--- config.mk ---
export PLATFORM = sky130hd
export DESIGN_NAME = cap_ctrl
export DESIGN_NICKNAME = d
export VERILOG_FILES = /design/src/rtl/cap_pkg.sv /design/src/rtl/cap_trig_detect.sv /design/src/rtl/cap_wr_align.sv /design/src/rtl/cap_ctrl.sv
export SDC_FILE = /design/constraint.sdc
export NUM_CORES = 1
export LEC_CHECK = 0
export BUFFER_PORTS_ARGS = -buffer_cell sky130_fd_sc_hd__buf_2
export CAP_MARGIN = 20
export CORE_ASPECT_RATIO = 1.2
export CORE_MARGIN = 5
export CORE_UTILIZATION = 50
export DETAILED_ROUTE_END_ITERATION = 8
export GPL_ROUTABILITY_DRIVEN = 0
export PLACE_DENSITY = 0.68
export SLEW_MARGIN = 10
export SYNTH_ARGS = -nofsm -noshare
export SYNTH_HDL_FRONTEND = slang
export SYNTH_SLANG_ARGS = --single-unit
--- constraint.sdc ---
create_clock -name clk -period 6.5 [get_ports clk]
set_input_delay 0.65 -clock clk [delete_from_list [all_inputs] [get_ports clk]]
set_output_delay 0.65 -clock clk [all_outputs]
set_load 0.05 [all_outputs]
--- src/rtl/cap_pkg.sv ---
package cap_pkg;

    typedef enum logic [2:0] {
        ST_IDLE,
        ST_FILL,
        ST_WAIT,
        ST_POST,
        ST_DONE
    } cap_state_t;

    typedef enum logic [1:0] {
        TRG_RISE = 2'd0,
        TRG_FALL = 2'd1,
        TRG_HIGH = 2'd2,
        TRG_LOW  = 2'd3
    } trg_mode_t;

    // Percentage of the window that follows the trigger
    function automatic logic [6:0] post_pct(input logic [1:0] sel);
        unique case (sel)
            2'd0:    return 7'd70;
            2'd2:    return 7'd30;
            default: return 7'd50;
        endcase
    endfunction

endpackage

--- src/rtl/cap_trig_detect.sv ---
module cap_trig_detect
    import cap_pkg::*;
(
    input  logic      clk,
    input  logic      rst_n,
    input  logic      trig_in,
    input  trg_mode_t mode,
    output logic      hit
);
    logic trig_q;

    always_ff @(posedge clk or negedge rst_n) begin
        if (!rst_n) trig_q <= 1'b0;
        else        trig_q <= trig_in;
    end

    always_comb begin
        unique case (mode)
            TRG_RISE: hit = trig_in & ~trig_q;
            TRG_FALL: hit = ~trig_in & trig_q;
            TRG_HIGH: hit = trig_in;
            TRG_LOW:  hit = ~trig_in;
            default:  hit = 1'b0;
        endcase
    end
endmodule

--- src/rtl/cap_wr_align.sv ---
module cap_wr_align #(
    parameter int AW  = 5,
    parameter int LAT = 2
) (
    input  logic          clk,
    input  logic          rst_n,
    input  logic          in_vld,
    input  logic [AW-1:0] in_addr,
    output logic          out_vld,
    output logic [AW-1:0] out_addr
);
    generate
        if (LAT == 0) begin : g_none
            assign out_vld  = in_vld;
            assign out_addr = in_addr;
        end else begin : g_pipe
            logic [LAT-1:0] vld_q;
            logic [AW-1:0]  addr_q [LAT];

            always_ff @(posedge clk or negedge rst_n) begin
                if (!rst_n) begin
                    vld_q <= '0;
                    for (int i = 0; i < LAT; i++) addr_q[i] <= '0;
                end else begin
                    vld_q[0]  <= in_vld;
                    addr_q[0] <= in_addr;
                    for (int i = 1; i < LAT; i++) begin
                        vld_q[i]  <= vld_q[i-1];
                        addr_q[i] <= addr_q[i-1];
                    end
                end
            end

            assign out_vld  = vld_q[LAT-1];
            assign out_addr = addr_q[LAT-1];
        end
    endgenerate
endmodule

--- src/rtl/cap_ctrl.sv ---
module cap_ctrl
    import cap_pkg::*;
#(
    parameter int DW  = 8,
    parameter int AW  = 5,
    parameter int LAT = 2
) (
    input  logic          clk,
    input  logic          rst_n,
    input  logic          arm,
    input  logic [1:0]    trig_mode,
    input  logic [1:0]    split_sel,
    input  logic [AW:0]   depth_cfg,
    input  logic          trig_in,
    input  logic [DW-1:0] samp_in,
    output logic          wr_en,
    output logic [AW-1:0] wr_addr,
    output logic [DW-1:0] wr_data,
    output logic          finish,
    output logic [AW-1:0] win_start
);
    localparam int DCW = AW + 1;
    localparam logic [DCW-1:0] MIN_DEPTH = DCW'(4);
    localparam logic [DCW-1:0] MAX_DEPTH = DCW'(1 << AW);

    cap_state_t     state, state_nx;
    trg_mode_t      mode_r;
    logic [DCW-1:0] depth_r, pre_r, post_r, cnt_r;
    logic [AW-1:0]  addr_r, win_r;
    logic           hit, slot_we;

    // Configuration derived at arm time
    logic [DCW-1:0] depth_c, post_c, pre_c;
    logic [31:0]    prod_c;

    always_comb begin
        if (depth_cfg < MIN_DEPTH)      depth_c = MIN_DEPTH;
        else if (depth_cfg > MAX_DEPTH) depth_c = MAX_DEPTH;
        else                            depth_c = depth_cfg;
        prod_c = 32'(depth_c) * 32'(post_pct(split_sel));
        post_c = DCW'(prod_c / 32'd100);
        pre_c  = depth_c - post_c;
    end

    cap_trig_detect u_trig (
        .clk     (clk),
        .rst_n   (rst_n),
        .trig_in (trig_in),
        .mode    (mode_r),
        .hit     (hit)
    );

    // Next-state logic
    always_comb begin
        state_nx = state;
        if (arm) begin
            state_nx = ST_FILL;
        end else begin
            unique case (state)
                ST_IDLE: state_nx = ST_IDLE;
                ST_FILL: if (cnt_r + 1'b1 == pre_r) state_nx = ST_WAIT;
                ST_WAIT: if (hit) state_nx = (post_r == DCW'(1)) ? ST_DONE : ST_POST;
                ST_POST: if (cnt_r + 1'b1 == post_r) state_nx = ST_DONE;
                ST_DONE: state_nx = ST_IDLE;
                default: state_nx = ST_IDLE;
            endcase
        end
    end

    // State register
    always_ff @(posedge clk or negedge rst_n) begin
        if (!rst_n) state <= ST_IDLE;
        else        state <= state_nx;
    end

    // Moore outputs
    always_comb begin
        slot_we = 1'b0;
        finish  = 1'b0;
        unique case (state)
            ST_FILL, ST_WAIT, ST_POST: slot_we = 1'b1;
            ST_DONE:                   finish  = 1'b1;
            default: ;
        endcase
    end

    // Window start for a trigger at the current slot
    logic [DCW-1:0] addr_ext, ws_c;
    always_comb begin
        addr_ext = {1'b0, addr_r};
        ws_c = (addr_ext >= pre_r) ? (addr_ext - pre_r) : (addr_ext + depth_r - pre_r);
    end

    // Datapath registers
    always_ff @(posedge clk or negedge rst_n) begin
        if (!rst_n) begin
            mode_r  <= TRG_RISE;
            depth_r <= MIN_DEPTH;
            pre_r   <= MIN_DEPTH;
            post_r  <= '0;
            cnt_r   <= '0;
            addr_r  <= '0;
            win_r   <= '0;
        end else if (arm) begin
            mode_r  <= trg_mode_t'(trig_mode);
            depth_r <= depth_c;
            pre_r   <= pre_c;
            post_r  <= post_c;
            cnt_r   <= '0;
            addr_r  <= '0;
        end else begin
            if (slot_we)
                addr_r <= (addr_ext == depth_r - 1'b1) ? '0 : addr_r + 1'b1;
            unique case (state)
                ST_FILL: cnt_r <= cnt_r + 1'b1;
                ST_WAIT: if (hit) begin
                    cnt_r <= DCW'(1);
                    win_r <= ws_c[AW-1:0];
                end
                ST_POST: cnt_r <= cnt_r + 1'b1;
                default: ;
            endcase
        end
    end

    cap_wr_align #(.AW(AW), .LAT(LAT)) u_align (
        .clk      (clk),
        .rst_n    (rst_n),
        .in_vld   (slot_we),
        .in_addr  (addr_r),
        .out_vld  (wr_en),
        .out_addr (wr_addr)
    );

    assign wr_data   = samp_in;
    assign win_start = win_r;


    finish_pulse_chk: assert property (@(posedge clk) disable iff (!rst_n)
        finish |=> !finish);


    addr_range_chk: assert property (@(posedge clk) disable iff (!rst_n)
        slot_we |-> ({1'b0, addr_r} < depth_r));


    addr_wrap_chk: assert property (@(posedge clk) disable iff (!rst_n)
        (slot_we && $past(slot_we) && !$past(arm)) |->
        ({1'b0, addr_r} == (({1'b0, $past(addr_r)} == $past(depth_r) - 1'b1)
                            ? DCW'(0) : {1'b0, $past(addr_r)} + 1'b1)));


    idle_hold_chk: assert property (@(posedge clk) disable iff (!rst_n)
        (state == ST_IDLE && !arm) |=> (state == ST_IDLE && !slot_we));


    fill_ignore_chk: assert property (@(posedge clk) disable iff (!rst_n)
        (state == ST_FILL && !arm) |=> (state != ST_POST && state != ST_DONE));


    trig_accept_chk: assert property (@(posedge clk) disable iff (!rst_n)
        (state == ST_WAIT && hit && !arm) |=> (state == ST_POST || state == ST_DONE));
endmodule

==> flow_results.org <==
** Timing
- After layout, the worst setup slack is -2108 ps.
- Final period util :: 132.4%
- Final critical delay including setup and external delays :: about 8600 ps
- Largest clock skew in the final design :: between 3 and 4 ps
- For the pin with the worst max-slew slack, the measured transition is 685.4 ps.
- The final-report hold violation count was 0.
- The count of pins over their slew limit was 0.
- Static timing analysis puts the maximum clock frequency at around 120 MHz.
- Across all hold checks on the routed design, the worst slack comes to 349.7 ps.
- RSZ-0062 raised after global routing :: yes
- Final Setup Violations :: 9
- In this run the tightest slew margin relative to its limit is between 50% and 60%.

** Pwr
- Of the total power, the share spent switching nets is 44.50%.
- The worst-case IR drop observed on VDD is about 0.43 mV.
- Leakage power of the design :: around 3.8 nW
- Total power for the finished layout comes to 5.316 mW.
- Internal power comes to just under 3 mW.
- Combinational logic is responsible for 85.4% of the overall power.
- Power spread over the standard cell area amounts to between 600 and 700 nW/um2.
- Power spent charging and discharging nets :: roughly 2.4 mW
- Relative contribution of sequential cells to total power :: 9.7%
- Share of total power in the clock network :: under 10%

** Floorplanning
- For this configuration, the core starts out at a cell density of 50.35%.
- DIE AREA :: between 10,000 and 15,000 um2
- Overall die height :: 127.7 um
- Die Wd :: between 100 and 150 um
- The initialized floorplan defines 43 standard-cell rows.
- For this design the top-level I/O count stands at 42.
- The core region is 11,460 um2.

** Critical path
- Along the worst path, the maximum fanout reaches 5.
- Critical Path Sink Type :: register
- The largest single stage delay on the critical path is just over 500 ps.
- The worst setup path is launched from an input pin.
- The largest individual stage delay along the critical path comes from the cell sky130_fd_sc_hd__fa_1.
- STA puts the critical path data required time at about 6700 ps.
- Category of the most critical setup path :: in2reg
- STA puts the critical path data arrival time at around 8800 ps.
- Counting stages on the worst path, the most repeated cell is sky130_fd_sc_hd__buf_4.

** Layout
- For this run, the post-layout net count is about 950.
- Antenna cells :: 0
- After routing the design area is 8035 um2.
- Layout cell share with drive strength beyond 1 :: a little under 40%
- From synthesis to final layout, the design area changed by 39.25%.

** Clock network
- CTS tree :: done
- After clock tree synthesis, the clock-pin slew on the worst setup and hold paths is approximately 60 ps.
- The clock tree synthesis step divided the H-tree into 2 levels.
- Number of buffers created by CTS :: 5
- For this design, the CTS-stage hold fixing added 0 buffers.
- In this run the clock root is driven by a sky130_fd_sc_hd__clkbuf_16.
- The clock passes through at most 2 buffers.
- Latest clock arrival within the worst-skew pair :: between 200 and 300 ps
- TritonCTS sink count :: 52

** Logic synthesis
- Mean cell area of the mapped netlist :: 8.412 um2
- Post-synth top flop :: sky130_fd_sc_hd__dfrtp_1
- Count of flip-flops with a built-in enable after synthesis :: 0
- The share of the Yosys chip area taken by registers is roughly 23%.
- Share of synthesized flip-flops with an asynchronous set or reset :: 100.0%
- Instance count of the mapped netlist :: 686
- Number of register bits inferred by synthesis :: 52
- Netlist area before placement :: between 5000 and 6000 um2
- Ranking of synthesized cells by area :: sky130_fd_sc_hd__dfrtp_1 22%, sky130_fd_sc_hd__ha_1 8.2%, sky130_fd_sc_hd__fa_1 8.0%, sky130_fd_sc_hd__xnor2_1 5.2%, sky130_fd_sc_hd__inv_1 4.2%
- Number of distinct library cells after synthesis :: 90
- The number of nets in the synthesized netlist is a little under 800.
- Number of synthesis warnings :: 0
- Share of the synthesized area in the top cell type :: between 20% and 30%
- Ranking of synthesized cells by instance count :: 65 x sky130_fd_sc_hd__inv_1, 60 x sky130_fd_sc_hd__nor2_1, 50 x sky130_fd_sc_hd__dfrtp_1
- Cell with the most instances after synthesis :: sky130_fd_sc_hd__inv_1
- sky130_fd_sc_hd__dfrtp_1 takes more of the synthesized area than any other cell.

** Place
- Area after detailed placement :: approximately 7100 um2
- OpenSTA, run right after detailed placement, puts the worst setup slack at -2608 ps.
- The wire-length estimate of the detail-placed layout is 11,950 um.
- During placement, the flow inserted port buffers numbering 25.

** GRT
- Vias in the first global route :: 5,891
- Entering global routing, the biggest net connects 53 pins.
- The initial antenna violation count is 0.
- The first global-routing pass estimated 26,700 um of wire.
- Global routing consumed, over all layers together, 23.46% of the routing resources.
- Grt total ovfl :: 0

** Drt
- After detailed routing, the number of remaining DRC violations is 0.
- Dividing the detail-routed wire length by the instance count gives about 16 um.
- Number of routed nets with antenna violations :: 0
- Via-to-Cell Ratio :: ~5.7
- DRC violation total after the first TritonRoute iteration :: 358
- For this run, the detailed router's first-pass iteration total came to 5.
- Via Count :: ~5,800
- Total wire length after detailed routing :: between 15,000 and 20,000 um

** Outcome
- Status :: finished with violations
- The final reports fail on setup timing.

** Worst hold path
- Class of the tightest hold or removal check :: reg2reg

** Job
- Reported max-cap violation count :: 0
==> logic make-up after synthesis <==
logic type	share of synthesized area, %
muxes	3.318
adders and majority gates	16.39
buffers and inverters	7.936
and+or+nand+nor	19.41
DFF	22.59
xor gates and xnor gates	8.023
AOI/OAI and AO/OA	22.33
==> state kept, by name, summed over array words and instances (netlist names) <==
name / count
win_start: 5
u_align.g_pipe.addr_q: 5
u_align.out_addr: 5
post_r: 6
u_trig.trig_q: 1
state: 3
mode_r: 2
pre_r: 6
u_align.g_pipe.vld_q: 2
depth_r: 6
addr_r: 5
cnt_r: 6
==> layout make-up <==
type / instances / area, um2
Inverter: 66 / 247.7
Timing Repair Buffer: 206 / 1549
Sequential cell: 52 / 1304
Tap cell: 157 / 196.4
Clock buffer: 8 / 146.4
Multi-Input combinational cell: 531 / 4592
Fill cell: 866 / 3425
==> stage by stage <==
stage,cells,utilization [%],TNS (ps)
floorplan,686,-,-13900
global placement,969,61.84,-15870
detailed placement,969,61.84,-17940
CTS,1001,66.35,-12490
global route,1020,70.12,-17520
finish,1020,70.12,-14400
==> cells in the final DEF (no fill, tap or decap), types with 10 or more instances in the layout <==
cell type / synthesis / final
sky130_fd_sc_hd__xor2_1: 17 / 16
sky130_fd_sc_hd__nand2_1: 49 / 46
sky130_fd_sc_hd__a21oi_1: 30 / 24
sky130_fd_sc_hd__buf_6: 1 / 10
sky130_fd_sc_hd__buf_4: 16 / 175
sky130_fd_sc_hd__nand3_1: 19 / 19
sky130_fd_sc_hd__ha_1: 38 / 33
sky130_fd_sc_hd__nor3_1: 21 / 16
sky130_fd_sc_hd__inv_1: 65 / 62
sky130_fd_sc_hd__dfrtp_1: 50 / 50
sky130_fd_sc_hd__xnor2_1: 34 / 28
sky130_fd_sc_hd__fa_1: 23 / 21
sky130_fd_sc_hd__buf_2: 3 / 19
sky130_fd_sc_hd__o21ai_0: 46 / 42
sky130_fd_sc_hd__a21o_1: 10 / 10
sky130_fd_sc_hd__nor2_1: 60 / 51
==> routing by layer <==
layer	global-route usage, %	routed length [um]
met5	0	0
met4	9.807	761
met3	2.116	535
met2	45.24	8974
met1	25.85	6154
==> worst max-delay path: cells and delay by family <==
family                     cells  cell delay [ps]
AOI/OAI and AO/OA             10             2460
muxes                          2              440
adders and majority gates      5             1930
and+or+nand+nor                9             1330
buffers and inverters         15             1780
xor gates and xnor gates       1              210
==> repair_timing <==
item                                    in CTS  in global routing
resized for setup                           41                 56
pin swaps                                   46                 52
endpoints found under the hold margin        0                  0
endpoints found under the setup margin       9                  9
setup buffers                               24                 20
==> final timing paths <==
path / slack [ps] / endpoint / from / cells after the start
max in group asynchronous: 5700 / cnt_r[0]$_DFFE_PN0P_ / rst_n / 1
min in group asynchronous: 370 / u_align.out_addr[1]$_DFF_PN0_ / rst_n / 1
max reg2reg: 3900 / win_start[1]$_DFFE_PN0P_ / addr_r[0]$_DFFE_PN0P_ / 10
min: 350 / u_align.g_pipe.vld_q[1]$_DFF_PN0_ / u_align.g_pipe.vld_q[0]$_DFF_PN0_ / 0
min reg2reg: 350 / u_align.g_pipe.vld_q[1]$_DFF_PN0_ / u_align.g_pipe.vld_q[0]$_DFF_PN0_ / 0
max: -2110 / post_r[0]$_DFFE_PN0P_ / depth_cfg[2] / 42
==> power by group through the flow <==
| stage | combinational [mW] | clock (mW) | sequential [mW] |
|---|---|---|---|
| final | 4.54 | 0.263 | 0.514 |
| after global routing | 4.82 | 0.280 | 0.526 |
| after global placement | 3.02 | 0 | 0.515 |
| after detailed placement | 3.13 | 0 | 0.520 |
| after floorplan | 2.00 | 0 | 0.555 |
| after CTS | 3.78 | 0.267 | 0.514 |
Power figures use the tool's default switching activity.
